[src/rtl/port_change_irq.sv]
module port_change_irq #(
  parameter int NPORT       = 7,
  parameter int SYNC_STAGES = 2
) (
  input  logic             clk,
  input  logic             rst_n,
  input  logic [NPORT-1:0] port_in,
  input  logic             cfg_wr,
  input  logic             cfg_en,
  input  logic             mask_wr,
  input  logic [NPORT-1:0] mask_wdata,
  input  logic             mask_rd,
  output logic             irq,
  output logic [NPORT-1:0] mask_rdata
);

  logic [NPORT-1:0] sync_q [SYNC_STAGES];
  logic [NPORT-1:0] port_s;
  logic [NPORT-1:0] snap_q;
  logic [NPORT-1:0] mask_q;
  logic             armed;
  logic             irq_q;
  logic             arm_req;
  logic             disarm_req;
  logic             mask_acc;
  logic             hit;

  always_ff @(posedge clk or negedge rst_n) begin
    if (!rst_n) begin
      for (int i = 0; i < SYNC_STAGES; i++) sync_q[i] <= '0;
    end else begin
      sync_q[0] <= port_in;
      for (int i = 1; i < SYNC_STAGES; i++) sync_q[i] <= sync_q[i-1];
    end
  end

  assign port_s     = sync_q[SYNC_STAGES-1];
  assign arm_req    = cfg_wr & cfg_en;
  assign disarm_req = cfg_wr & ~cfg_en;
  assign mask_acc   = mask_wr | mask_rd;
  assign hit        = armed & |((port_s ^ snap_q) & mask_q);

  always_ff @(posedge clk or negedge rst_n) begin
    if (!rst_n) begin
      snap_q <= '0;
      mask_q <= '0;
    end else begin
      if (arm_req) snap_q <= port_s;
      if (mask_wr) mask_q <= mask_wdata;
    end
  end

  always_ff @(posedge clk or negedge rst_n) begin
    if (!rst_n) begin
      armed <= 1'b0;
      irq_q <= 1'b0;
    end else begin
      if (arm_req)                          armed <= 1'b1;
      else if (mask_acc | disarm_req | hit) armed <= 1'b0;

      if (arm_req | mask_acc) irq_q <= 1'b0;
      else if (hit)           irq_q <= 1'b1;
    end
  end

  assign irq        = irq_q;
  assign mask_rdata = mask_q;

endmodule


[config.mk]
export PLATFORM = sky130hd
export DESIGN_NAME = port_change_irq
export DESIGN_NICKNAME = d
export VERILOG_FILES = /design/src/rtl/port_change_irq.sv
export SDC_FILE = /design/constraint.sdc
export NUM_CORES = 1
export LEC_CHECK = 0
export ABC_AREA = 1
export CAP_MARGIN = 20
export CORE_MARGIN = 5
export CORE_UTILIZATION = 35
export CTS_BUF_LIST = sky130_fd_sc_hd__clkbuf_16
export CTS_CLUSTER_SIZE = 10
export DETAILED_ROUTE_END_ITERATION = 10
export GPL_ROUTABILITY_DRIVEN = 0
export GPL_TIMING_DRIVEN = 0
export PLACE_DENSITY = 0.68
export SYNTH_ARGS = -nofsm -noshare
export SYNTH_HDL_FRONTEND = slang
export SYNTH_SLANG_ARGS = --single-unit
export TNS_END_PERCENT = 100
[constraint.sdc]
create_clock -name clk -period 2 [get_ports clk]
set_input_delay 0.4 -clock clk [delete_from_list [all_inputs] [get_ports clk]]
set_output_delay 0.4 -clock clk [all_outputs]
set_load 0.05 [all_outputs]
# After elaboration in Yosys (flattened, before gate mapping)
# Cells that the tools add are included.
[word_totals]
reg_bits = 30
elab_cells = 23
[op_classes]
mux = 4
bitwise_logic = 10
n_reduce_logical = 3
[ops]
columns = ["op", "count"]
rows = [
  ["$and A7 B7 Y7", 1],
  ["$reduce_or A7 Y1", 1],
  ["$xor A7 B7 Y7", 1],
  ["$mux W1", 4],
  ["$or A1 B1 Y1", 4],
  ["$reduce_bool A2 Y1", 2],
  ["$and A1 B1 Y1", 3],
  ["$not A1 Y1", 1],
]

# Depth between registers and ports, before layout
# Gate-level depths: netlist (run 1).
[logic_depth]
word_depth = 7
ltp_mapped = 8

# Worst setup path before layout (run 1)
# Ideal clock, no wire load.
[synth_path]
path_kind = "flip-flop to flip-flop"
from = "reg mask_q[1], in the netlist mask_rdata[1]"
to = "reg irq_q, in the netlist irq"
setup_ps = 73
arrival_ps = 1114
path_slack_ps = 813
stages_incl_launch_ff = 7
path_cell_list = "dfrtp_1 o21ai_1 nor2_2 nor2_1 nand2_1 nand2_1 a21oi_2"
[synth_via]
elab_chain_cells = 4
[synth_lines]
columns = ["item", "line", "rtl"]
rows = [
  ["from (decl)", "20", "logic [NPORT-1:0] mask_q;"],
  ["from (signal assigned)", "49", "if (mask_wr) mask_q <= mask_wdata;"],
  ["$and A7 B7 Y7", "41", "assign hit = armed & |((port_s ^ snap_q) & mask_q);"],
  ["$reduce_or A7 Y1", "41", ""],
  ["$and A1 B1 Y1", "41", ""],
  ["$reduce_bool A2 Y1 (no line)", "-", ""],
  ["to (signal assigned)", "56", "irq_q <= 1'b0;"],
  ["to (signal assigned)", "61", "if (arm_req | mask_acc) irq_q <= 1'b0;"],
  ["to (signal assigned)", "62", "else if (hit) irq_q <= 1'b1;"],
  ["to (decl)", "22", "logic irq_q;"],
]
# Every way passes these cells.
# A chain may end at the register's enable or synchronous reset.

# Worst setup path after layout (run 1)
[layout_path]
from = "reg mask_q[4], in the netlist mask_rdata[4]"
to = "out mask_rdata[4]"
[layout_rtl]
columns = ["item", "line", "rtl"]
rows = [
  ["to (decl)", "14", "output logic [NPORT-1:0] mask_rdata"],
]
# No word-level cell between the ends.

==> key figures, run 1 <==
Global routing
  – Grt ovf: 0
  – GR Util All Layers: 0.121
  – Largest net degree at the start of global routing: 22
  – First-pass GRT wire length: 3780 µm
  – Vias in the first global route: 851
  – Initial antenna violation count: 0

Synth
  – Syn_area_per_cell: 11.0 µm²
  – Synth cell types: 13
  – Most common cell in the netlist: dfrtp_1
  – Main synth FF type: dfrtp_1
  – Cell Area, Synth: 0.00110 mm²
  – Yosys reg bits: 30
  – Synth Instances: 100
  – Top cells by area in the synthesized netlist: dfrtp_1 68%, nand2_1 8.8%, mux2_2 8.2%
  – Number of synthesized flops with an enable pin: 0
  – Sequential area share after synthesis: 0.680
  – Most instantiated cells after synthesis: 30 x dfrtp_1, 26 x nand2_1, 12 x inv_1
  – Ys Warns: 0
  – Synthesized Nets: 120
  – Share of flip-flops with an asynchronous set or reset: 1.00
  – Top-area cell type share of the netlist area: 0.680
  – Largest area contributor in the netlist: dfrtp_1

Die
  – Core area: 0.00305 mm²
  – Die width: 66.2 µm
  – Starting density of the core: 0.362
  – Die Y: 66.2 µm
  – FP Rows: 20
  – Full die area: 0.00438 mm²
  – Num ports: 28

Routing
  – Vias per inst: 4.27
  – Wire length per cell: 11.9 µm
  – Residual DRC count: 0
  – DR vias: 765
  – Post-Route WL: 2130 µm
  – 1st-iter DRT viols: 29
  – Drt pass-1 iters: 4
  – Antenna Nets Post-Route: 0

Power
  – Pleak: 0.000758 µW
  – Cell area power density: 1140 mW/mm²
  – Total power: 1870 µW
  – Max VDD drop: 0.768 mV

Setup path
  – CP Max Fanout: 3
  – CP max stage cell: clkdlybuf4s50_1
  – Crit path depth: 1
  – Buf+Inv Stages, Crit Path: 1
  – WP data arrival: 1.46 ns
  – Required @ worst endpoint: 1.60 ns
  – Worst reg2reg path depth: 8
  – CP top delay family: buffers and inverters
  – Crit-path cells: clkdlybuf4s50_1
  – CP Launch Type: flip-flop
  – Largest stage delay on the critical path: 0.82 ns
  – CP Class: flip-flop to output port
  – Nature of the critical path endpoint: output port

Finish
  – Final Util: 0.536
  – Final net count: 154
  – Synth-to-layout area growth: 48.1%
  – Layout cells sized above 1: 0.163
  – Antenna cells: 0

Timing
  – Max Clk Rate: 537 MHz
  – Worst-margin pin slew: 0.537 ns
  – Fin. max-slew vios: 0
  – Final setup viols: 0
  – Slew HR: 0.641
  – Setup TNS: 0 ns
  – Unrepaired setup endpoints after global routing: no
  – Final period util: 0.931
  – Clk_skew: 0.00440 ns
  – Hold violation total from the final report: 0
  – Min Tclk post-route: 1.86 ns

CTS
  – CTS tree: yes
  – Post-CTS setup buffers: 0
  – Hold buffers post-CTS: 0
  – Clk_lat worst skew: 0.27 ns
  – Num Clock Sinks: 30
  – Number of buffers created by CTS: 5
  – Root buffer cell: clkbuf_16
  – H-Tree Depth: 2
  – Clock tree buffer depth: 2
  – Clock-pin slew of the registers on the worst-case setup and hold paths: 0.05 ns
  – Number of gates resized after cts: 0

Status
  – Status: completed

Worst hold path
  – WHS Path Cells: 0
  – Worst hold-check path type: flip-flop to flip-flop

Placement
  – Post-DP HPWL: 1560 µm
  – PortBufs: 26

Job
  – # Max-Cap Violations: 0
-- layer usage --
metal  vias up  share of wire  global-route usage
li1        377              -                   -
met1       360           0.38               0.121
met2        22           0.52               0.204
met3         6          0.078              0.0646
met4         0          0.016              0.0533
met5         -              0                   0
-- cell type report --
cell class                 count  area, µm²
clock inverter                 3       63.8
tap                           44       55.1
multi-input combinational     54        292
buffer                         2       10.0
clock buffer                   5        125
sequential                    30        751
timing repair buffer          27        288
inverter                      14       52.6
fill                         291       1420
-- flip-flops by register name, indices dropped and copies added, names as in the netlist --
register    flops
mask_rdata      7
armed           1
port_s          7
snap_q          7
irq             1
sync_q          7
-- worst paths after layout --
| kind | to | start | slack, ns |
|---|---|---|---|
| setup / recovery | mask_rdata[4] | mask_rdata[4] | 0.14 |
| hold / removal | port_s[6] | sync_q[13] | 0.35 |
| setup reg to reg | irq | snap_q[6] | 0.95 |
| hold reg to reg | port_s[6] | sync_q[13] | 0.35 |
| max in group asynchronous | snap_q[4] | rst_n | 1.04 |
| min in group asynchronous | sync_q[7] | rst_n | 0.48 |
-- cells by family after synthesis --
logic type             after synthesis  synth area share
AO/OA/AOI/OAI                        9            0.0442
AND/OR/NAND/NOR                     37             0.138
buffers and inverters               16            0.0566
multiplexers                         8            0.0815
flip-flops                          30             0.680
-- power breakdown --
group | internal [µW] | leakage (µW) | switching, µW
Combinational | 102 | 0.000309 | 123
Sequential | 657 | 0.000358 | 31.9
Clock | 707 | 0.0000915 | 249
Total | 1470 | 0.000758 | 404
-- per-stage QoR --
stage               std cells  instance area, µm²  hold WS, ns  setup WS, ns
floorplan                 100                1100        0.104         0.813
global placement          170                1420        0.331        0.0819
detailed placement        171                1450        0.336         0.426
CTS                       179                1640        0.348         0.123
global route              179                1640        0.354        0.0835
finish                    179                1640        0.346         0.138
-- layout by cell type, fill, tap and decap left out --
cell type | Yosys | routed
clkdlybuf4s50_1 | 0 | 26
bufinv_16 | 0 | 2
a21oi_2 | 1 | 1
clkbuf_16 | 0 | 5
nor2_2 | 1 | 1
dfrtp_1 | 30 | 30
o21ai_0 | 6 | 6
nand2_1 | 26 | 26
nor2_1 | 3 | 3
buf_16 | 0 | 1
mux2_2 | 8 | 8
o21ai_1 | 2 | 2
nand3b_1 | 1 | 1
inv_1 | 12 | 12
clkinv_1 | 0 | 1
nand3_1 | 6 | 6
inv_2 | 2 | 2
buf_2 | 2 | 2
(Power assumes the default switching activity.)
==> inputs of run 2 (changes only) <==
--- a/config.mk
+++ b/config.mk
@@ -19,3 +19,2 @@
 export SYNTH_HDL_FRONTEND = slang
 export SYNTH_SLANG_ARGS = --single-unit
-export TNS_END_PERCENT = 100
==> constraint.sdc (replaced) <==
create_clock -name clk -period 2 [get_ports clk]
set_input_delay 0.3 -clock clk [delete_from_list [all_inputs] [get_ports clk]]
set_output_delay 0.3 -clock clk [all_outputs]
set_load 0.05 [all_outputs]
==> results of run 2 <==
The final DEF is identical to that of run 1. Status: completed.
Among the figures that moved: setup slack after placement 0.426 ns -> 0.526 ns; setup slack after layout 0.138 ns -> 0.238 ns
